[src/rtl/rx_ack_pkg.sv]
package rx_ack_pkg;

    typedef enum logic [1:0] {
        ST_IDLE,
        ST_DATA,
        ST_ARM,
        ST_SLOT
    } ack_state_e;

    typedef struct packed {
        logic nack;
        logic cause;
        logic stop;
    } ack_verdict_t;

    localparam logic CAUSE_OVERRUN = 1'b1;
    localparam logic CAUSE_OTHER   = 1'b0;

endpackage

[src/rtl/rx_ack_bitcnt.sv]
module rx_ack_bitcnt #(
    parameter int BITS = 8
) (
    input  logic clk,
    input  logic rst_n,
    input  logic clr,
    input  logic en,
    input  logic rise,
    output logic last_rise
);
    localparam int W = $clog2(BITS + 1);
    localparam logic [W-1:0] LAST = W'(BITS - 1);
    localparam logic [W-1:0] FULL = W'(BITS);

    logic [W-1:0] cnt_q;

    always_ff @(posedge clk) begin
        if (!rst_n || clr) begin
            cnt_q <= '0;
        end else if (en && rise && cnt_q != FULL) begin
            cnt_q <= cnt_q + W'(1);
        end
    end

    assign last_rise = en && rise && (cnt_q == LAST);

    // the bit position never runs past one byte
    assert_bit_bound_R2: assert property (@(posedge clk) disable iff (!rst_n)
        cnt_q <= FULL);

endmodule

[src/rtl/rx_ack_bytecnt.sv]
module rx_ack_bytecnt #(
    parameter int CNT_W = 8
) (
    input  logic             clk,
    input  logic             rst_n,
    input  logic             load,
    input  logic [CNT_W-1:0] load_val,
    input  logic             dec,
    output logic             at_last
);
    localparam logic [CNT_W-1:0] ONE = CNT_W'(1);

    logic [CNT_W-1:0] cnt_q;

    always_ff @(posedge clk) begin
        if (!rst_n) begin
            cnt_q <= '0;
        end else if (load) begin
            cnt_q <= load_val;
        end else if (dec && cnt_q != '0) begin
            cnt_q <= cnt_q - ONE;
        end
    end

    assign at_last = (cnt_q == ONE);

    // an exhausted counter stays at zero until reloaded
    assert_cnt_no_wrap_R7: assert property (@(posedge clk) disable iff (!rst_n)
        (cnt_q == '0 && !load) |=> cnt_q == '0);

endmodule

[src/rtl/rx_ack_policy.sv]
module rx_ack_policy
    import rx_ack_pkg::*;
(
    input  logic         role_master,
    input  logic         repeat_mode,
    input  logic         stop_on_count,
    input  logic         stop_in,
    input  logic         xfer_en,
    input  logic         overrun,
    input  logic         req_hit,
    input  logic         cnt_last,
    output ack_verdict_t verdict
);
    logic exhausted;

    assign exhausted = stop_on_count && cnt_last;

    always_comb begin
        verdict = '0;
        if (!role_master) begin
            verdict.nack  = req_hit || !xfer_en || overrun;
            verdict.cause = overrun ? CAUSE_OVERRUN : CAUSE_OTHER;
        end else if (repeat_mode) begin
            verdict.nack = req_hit;
            verdict.stop = req_hit && stop_in;
        end else begin
            verdict.nack = req_hit || exhausted;
            verdict.stop = exhausted;
        end
    end

endmodule

[src/rtl/rx_ack_ctrl.sv]
module rx_ack_ctrl
    import rx_ack_pkg::*;
#(
    parameter int CNT_W = 8,
    parameter int BITS  = 8
) (
    input  logic             clk,
    input  logic             rst_n,
    input  logic             soft_rst,
    input  logic             scl_rise,
    input  logic             scl_fall,
    input  logic             byte_done,
    input  logic             rd_strobe,
    input  logic             nack_req,
    input  logic             role_master,
    input  logic             repeat_mode,
    input  logic             stop_on_count,
    input  logic             stop_in,
    input  logic             xfer_en,
    input  logic             cnt_load,
    input  logic [CNT_W-1:0] cnt_val,
    output logic             sda_low,
    output logic             stop_req,
    output logic             nack_sent,
    output logic             nack_cause,
    output logic             rx_full
);
    ack_state_e   state_q, state_d;
    ack_verdict_t verdict, dec_q;
    logic in_data, take_byte, last_rise, cnt_last, cnt_dec;
    logic pend_q, snap_q, soc_q, soc_rose;

    assign in_data   = (state_q == ST_DATA);
    assign take_byte = in_data && byte_done;
    assign cnt_dec   = take_byte && role_master && !repeat_mode && stop_on_count;
    assign soc_rose  = stop_on_count && !soc_q && role_master && !repeat_mode
                       && (state_q != ST_IDLE) && !soft_rst;

    rx_ack_bitcnt #(.BITS(BITS)) u_bitcnt (
        .clk      (clk),
        .rst_n    (rst_n),
        .clr      (!in_data),
        .en       (in_data),
        .rise     (scl_rise),
        .last_rise(last_rise)
    );

    rx_ack_bytecnt #(.CNT_W(CNT_W)) u_bytecnt (
        .clk     (clk),
        .rst_n   (rst_n),
        .load    (cnt_load),
        .load_val(cnt_val),
        .dec     (cnt_dec),
        .at_last (cnt_last)
    );

    rx_ack_policy u_policy (
        .role_master  (role_master),
        .repeat_mode  (repeat_mode),
        .stop_on_count(stop_on_count),
        .stop_in      (stop_in),
        .xfer_en      (xfer_en),
        .overrun      (rx_full),
        .req_hit      (snap_q),
        .cnt_last     (cnt_last),
        .verdict      (verdict)
    );

    // next state
    always_comb begin
        state_d = state_q;
        unique case (state_q)
            ST_IDLE: state_d = ST_DATA;
            ST_DATA: if (byte_done) state_d = ST_ARM;
            ST_ARM:  if (scl_fall)  state_d = ST_SLOT;
            ST_SLOT: if (scl_fall)  state_d = ST_DATA;
            default: state_d = ST_IDLE;
        endcase
        if (soft_rst) state_d = ST_IDLE;
    end

    // state register
    always_ff @(posedge clk) begin
        if (!rst_n) state_q <= ST_IDLE;
        else        state_q <= state_d;
    end

    // request latch, snapshot at the last data-bit rise, verdict and full flag
    always_ff @(posedge clk) begin
        if (!rst_n || soft_rst) begin
            pend_q  <= 1'b0;
            snap_q  <= 1'b0;
            dec_q   <= '0;
            rx_full <= 1'b0;
        end else begin
            if (last_rise) begin
                snap_q <= pend_q;
                pend_q <= nack_req;
            end else begin
                pend_q <= pend_q || nack_req;
            end
            if (take_byte) begin
                dec_q   <= verdict;
                rx_full <= 1'b1;
            end else if (rd_strobe) begin
                rx_full <= 1'b0;
            end
            if (state_q == ST_SLOT && scl_fall) snap_q <= 1'b0;
        end
    end

    always_ff @(posedge clk) begin
        if (!rst_n) soc_q <= 1'b0;
        else        soc_q <= stop_on_count;
    end

    // outputs
    always_ff @(posedge clk) begin
        if (!rst_n || soft_rst) begin
            sda_low    <= 1'b0;
            stop_req   <= 1'b0;
            nack_sent  <= 1'b0;
            nack_cause <= 1'b0;
        end else begin
            nack_sent <= 1'b0;
            stop_req  <= soc_rose;
            unique case (state_q)
                ST_ARM: if (scl_fall) begin
                    sda_low    <= !dec_q.nack;
                    nack_sent  <= dec_q.nack;
                    nack_cause <= dec_q.cause;
                end
                ST_SLOT: if (scl_fall) begin
                    sda_low  <= 1'b0;
                    stop_req <= dec_q.stop || soc_rose;
                end
                default: ;
            endcase
        end
    end

    // SDA drive moves only while SCL is low (after a fall) or on soft reset
    assert_sda_on_fall_R2: assert property (@(posedge clk) disable iff (!rst_n)
        (sda_low != $past(sda_low)) |-> ($past(scl_fall) || $past(soft_rst)));

    // soft reset releases SDA on the following cycle
    assert_softrst_release_R9: assert property (@(posedge clk) disable iff (!rst_n)
        soft_rst |=> !sda_low);

    // a refused byte is never driven low
    assert_nack_no_drive_R10: assert property (@(posedge clk) disable iff (!rst_n)
        nack_sent |-> !sda_low);

    // STOP requests are only issued in the master role
    assert_stop_master_R7: assert property (@(posedge clk) disable iff (!rst_n)
        stop_req |-> $past(role_master));

endmodule

[config.mk]
export PLATFORM = sky130hd
export DESIGN_NAME = rx_ack_ctrl
export DESIGN_NICKNAME = d
export VERILOG_FILES = /design/src/rtl/rx_ack_pkg.sv /design/src/rtl/rx_ack_bitcnt.sv /design/src/rtl/rx_ack_bytecnt.sv /design/src/rtl/rx_ack_policy.sv /design/src/rtl/rx_ack_ctrl.sv
export SDC_FILE = /design/constraint.sdc
export NUM_CORES = 1
export LEC_CHECK = 0
export BUFFER_PORTS_ARGS = -buffer_cell sky130_fd_sc_hd__buf_2
export CORE_MARGIN = 4
export CORE_UTILIZATION = 38
export DETAILED_ROUTE_END_ITERATION = 10
export GPL_TIMING_DRIVEN = 0
export SLEW_MARGIN = 20
export SYNTH_ARGS = -nofsm -noshare
export SYNTH_HDL_FRONTEND = slang
export SYNTH_SLANG_ARGS = --single-unit
[constraint.sdc]
create_clock -name clk -period 2.5 [get_ports clk]
set_input_delay 0.25 -clock clk [delete_from_list [all_inputs] [get_ports clk]]
set_output_delay 0.25 -clock clk [all_outputs]
set_load 0.1 [all_outputs]
# == After elaboration in Yosys (flattened, before gate mapping) ==
# Index checks and enable logic that the tools add are counted.
# classes
add_sub_neg,2
eq_ne,9
mux,20
bitwise,3
reduce_logical,42
# op_table
operator,n
1-bit logical AND,16
8-bit 2-to-1 mux,2
1-bit 2-to-1 mux,13
"8-bit by 1-bit == test with 1-bit output, second input constant",1
2-bit case mux with 4 select lines,1
2-bit nonzero test,4
8-bit nonzero test,1
"8-bit by 1-bit subtractor with 8-bit output, second input constant",1
1-bit logical NOT,7
1-bit logical OR,7
2-bit 2-to-1 mux,3
"2-bit inequality test, second input constant",3
3-bit AND reduction,2
"4-bit by 1-bit adder with 4-bit output, second input constant",1
"2-bit == test, second input constant",2
"4-bit by 3-bit == test with 1-bit output, second input constant",1
"4-bit inequality test, second input constant",1
2-bit OR reduction,2
1-bit inverter,3
3-bit OR reduction,1
"2-bit by 1-bit == test with 1-bit output, second input constant",1
2-bit logical NOT,1
1-bit case mux with 2 select lines,1
2-bit AND reduction,1
# totals
regBits,25
in_bits,22
out_inout_bits,5
word_cells,90

# == Longest topological paths before layout ==
# depth
ltp_word,9
mapped_depth,7
mapped_depth_nobuf,6

# == Hierarchy ==
# Synthesis repeated with hierarchy kept, for this count alone.
# unflattened
cells_unflattened,157
hier_area_um2,1381.3
# modules_own_cells
mod,instances,cells_each,area_per_inst_um2,seq_area_each_um2
rx_ack_ctrl,1,64,580.6,260.2
rx_ack_bytecnt,1,59,513.0,160.2
rx_ack_bitcnt,1,27,224.0,80.1
rx_ack_policy,1,7,63.8,0.0

# == Least setup slack after synthesis ==
# Ideal clock, no wire load.
# synth_path
kind,reg-to-reg
from,reg state_q[1]
to,reg u_bytecnt.cnt_q[6]
setup_ps,74
arrival_time_ps,1835
required_time_ps,2426
path_slack_ps,591
path_stages_with_launch,8
n_path_buf,1
synth_period_minus_slack_ps,1909
path_cell_list,dfxtp_1 inv_1 ha_1 nand2_2 buf_6 or3_4 or4b_1 a31oi_1
# synth_via
elab_chain_cells,7
# synth_rtl
item,line_no,rtl
start: declaration,rx_ack_ctrl.sv:28,"ack_state_e state_q, state_d;"
start signal: assignment,rx_ack_ctrl.sv:85,else state_q <= state_d;
2-bit by 1-bit == test with 1-bit output,rx_ack_ctrl.sv:33,assign in_data = (state_q == ST_DATA);
1-bit logical AND,rx_ack_ctrl.sv:34,assign take_byte = in_data && byte_done;
1-bit logical AND (3 in a row),rx_ack_ctrl.sv:35,assign cnt_dec = take_byte && role_master && !repeat_mode && stop_on_count;
1-bit logical AND,rx_ack_bytecnt.sv:20,end else if (dec && cnt_q != '0) begin
2-bit nonzero test (no line),--,
end signal: assignment,rx_ack_bytecnt.sv:19,cnt_q <= load_val;
end signal: assignment,rx_ack_bytecnt.sv:21,cnt_q <= cnt_q - ONE;
end: declaration,rx_ack_bytecnt.sv:13,logic [CNT_W-1:0] cnt_q;
# No other way between the ends.
# A chain may end at the register's enable or synchronous reset.

# == Worst setup path in the final report ==
# Same ends and word-level chain as after synthesis.

==> results.md <==
- Num ports: 27
- Netlist cell types: 39
- Layout area overhead: 16.5%
- CP startpoint kind: register
- Total Routing Usage GR: 14.3%
- CTS tree: done
- LEAKAGE: 0.584 nW
- Post-synth EDFFs: 0
- CP Data Required Time: 2.77 ns
- Final Max Slew Viols: 0
- Post-synth ARST share: 0%
- Grt met3 use: 3.06%
- TritonCTS Sinks: 25
- Routed length per placed instance: 12.6 um
- DP Area: 1480 sq um
- Number of global-route vias before repair: 1115
- Skew-Pair Late Insertion Delay: 0.33 ns
- Row Count: 20
- Clock skew: 0.00243 ns
- Most frequent cells in the layout: buf_2 (26), dfxtp_1 (25), nor2_1 (14)
- Dpl ws: 0.447 ns
- Top FF cell, synth: dfxtp_1
- Max-Cap Viols: 0
- Rel. slew slack: 59.4%
- CP top delay family: simple AND/OR/NAND/NOR gates
- DP HPWL: 2.22 mm
- Postcts setup bufs: 0
- Critical Path AT: 2.35 ns
- Max Clk Rate: 481 MHz
- Worst hold margin: 0.141 ns
- Hold wc startpoint: nack_req
- Worst setup slack after layout: 0.423 ns
- Hold Path Sink: pend_q$_SDFF_PP0_
- Synthesis-stage register bit count: 25
- Hold Path Cell Cnt: 3
- Die footprint: 4400 sq um
- Worst-Margin Slew: 0.605 ns
- Hold Crit Class: in2reg
- Synth Instances: 153
- Largest net degree at the start of global routing: 15
- Routed vias: 1217
- Fillers: 342
- Die height: 66.3 um
- WP buf/inv: 2
- Tmin final: 2.08 ns
- Setup CP Type: reg2reg
- Global-route wire length before repair: 4.92 mm
- Most common cell after layout, fill and taps aside: buf_2
- Die width: 66.3 um
- DRC errors left: 0
- Busiest grt layer: met2
- H-tree depth: 1
- Worst-path cell chain: inv_1, ha_1, nand2_2, buf_6, or3_4, or4b_1, a31oi_1
- Port bufs: 26
- Grt met1 use: 17.4%
- CP max stage cell: or4b_1
- Share of cells above drive strength 1: 19.1%
- Post-route cell area: 1510 sq um
- Critical-path maximum fanout: 10
- Initial antenna violation count: 0
- Synthesized area: 1290 sq um
- CTS Hold Bufs: 0
- Num CTS Buffers: 3
- Initial core utilization: 41.0%
- Crit-path max cell delay: 0.50 ns
- Grt total ovfl: 0
- Final Setup Violations: 0
- CTS root buffer: clkbuf_4
- Setup_tns: 0 ns
- Post_cts resized: 0
- DR vias/cell: 5.36
- Syn_nets: 183
- RSZ-0062 raised after global routing: no
- Max IR drop VDD: 0.168 mV
- FF-to-FF Start: state_q[1]$_SDFFE_PP0P_
- CORE AREA: 3150 sq um
- GRT met2 Usage: 24.2%
- Ys Warns: 0
- RD Place Congestion: 0.772
- R2r endpoint: u_bytecnt.cnt_q[6]$_SDFFE_PN0P_
- CP Capture Type: register
- Reg2reg setup slack: 0.42 ns
- Syn avg cell area: 8.45 sq um
- Pwr Density: 474 nW/um^2
- DRT Wirelength: 2.87 mm
- Clock-pin transition on the worst setup and hold timing paths: 0.14 ns
- DR iter-0 viols: 56
- CTS max path bufs: 2
- Fin crit share: 83.1%
- Sequential share of the synthesized area: 38.7%
- Ant. Diodes: 0
- Antenna-violating nets left: 0
- R2r worst-path depth: 7
- Status: finished, final reports clean
- TritonRoute pass-1 iters: 4
- Final Hold Fails: 0
- Layout Nets: 214
cell type report:
type	instances	area [sq um]	share of cell area (%)
well taps	44	55.1	3.66
repair buffers	26	130	8.65
multi-input cells	111	721	47.9
flip-flops and latches	25	500	33.3
plain buffers	5	26.3	1.75
clock buffers	3	22.5	1.50
clock inverters	1	5.00	0.333
inverters	12	45.0	2.99
synth_stat cells, types with 2 or more instances:
master | n | area share (%)
nand2b_1 | 4 | 1.9
xnor2_1 | 2 | 1.4
and2_1 | 2 | 0.97
or3_1 | 6 | 2.9
dfxtp_1 | 25 | 39
nand3_1 | 4 | 1.5
nand4_1 | 4 | 1.9
nand3b_1 | 2 | 1.2
inv_1 | 12 | 3.5
nor2_1 | 14 | 4.1
ha_1 | 8 | 7.7
o21ai_0 | 11 | 4.3
clkbuf_1 | 4 | 1.2
nand2_1 | 5 | 1.5
o311a_1 | 2 | 1.5
o21bai_1 | 2 | 1.2
a21oi_1 | 11 | 4.3
nor3_1 | 6 | 2.3
a31oi_1 | 8 | 3.9
or4_1 | 2 | 1.2
power by group:
group          switching, W  internal [W]
sequential        0.0000110      0.000411
clock              0.000129     0.0000601
combinational     0.0000585     0.0000432
total              0.000198      0.000514
flip-flops by register name (all words and copies together), names as in the netlist:
signal	cells
dec_q	3
nack_cause	1
nack_sent	1
pend_q	1
rx_full	1
sda_low	1
snap_q	1
soc_q	1
state_q	2
stop_req	1
u_bitcnt.cnt_q	4
u_bytecnt.cnt_q	8
routing by layer:
metal,part of all wire (%),wire [um],vias up
li1,-,-,622
met1,46,1310,555
met2,46,1320,35
met3,6.4,182,5
met4,1.7,50,0
met5,0,0,-
worst max path at each step:
stage / endpoint / cells past startpoint / startpoint / slack (ns)
5_1_grt: u_bytecnt.cnt_q[5]$_SDFFE_PN0P_ / 7 / state_q[1]$_SDFFE_PP0P_ / 0.31
4_1_cts: u_bytecnt.cnt_q[6]$_SDFFE_PN0P_ / 7 / state_q[1]$_SDFFE_PP0P_ / 0.42
3_5_place_dp: u_bytecnt.cnt_q[6]$_SDFFE_PN0P_ / 7 / state_q[1]$_SDFFE_PP0P_ / 0.45
6_report: u_bytecnt.cnt_q[6]$_SDFFE_PN0P_ / 7 / state_q[1]$_SDFFE_PP0P_ / 0.42
2_1_floorplan: u_bytecnt.cnt_q[6]$_SDFFE_PN0P_ / 7 / state_q[1]$_SDFFE_PP0P_ / 0.59
3_3_place_gp: u_bytecnt.cnt_q[6]$_SDFFE_PN0P_ / 7 / state_q[1]$_SDFFE_PP0P_ / 0.48
per-stage QoR:
step	util, %	cells	total power, W
3_5_place_dp	46.9	223	0.000532
6_report	47.7	227	0.000713
5_1_grt	47.7	227	0.000749
2_1_floorplan	-	153	0.000493
3_3_place_gp	46.9	223	0.000529
4_1_cts	47.7	227	0.000721
worst min-delay path, stage by stage:
cell,delay [ns]
buf_2,0.10
inv_1,0.04
a21oi_1,0.05
kinds of logic (layout without fill, tap and decap cells):
kind of cell               Yosys count  count (layout)  share of synthesized area [%]
muxes                                1               1                          0.774
buffers and inverters               17              47                           5.52
AOI/OAI and AO/OA                   42              42                           20.2
xor gates and xnor gates             3               3                           2.03
DFF                                 25              25                           38.7
and+or+nand+nor                     57              57                           25.0
adders and majority gates            8               8                           7.74
(Power assumes the default switching activity.)
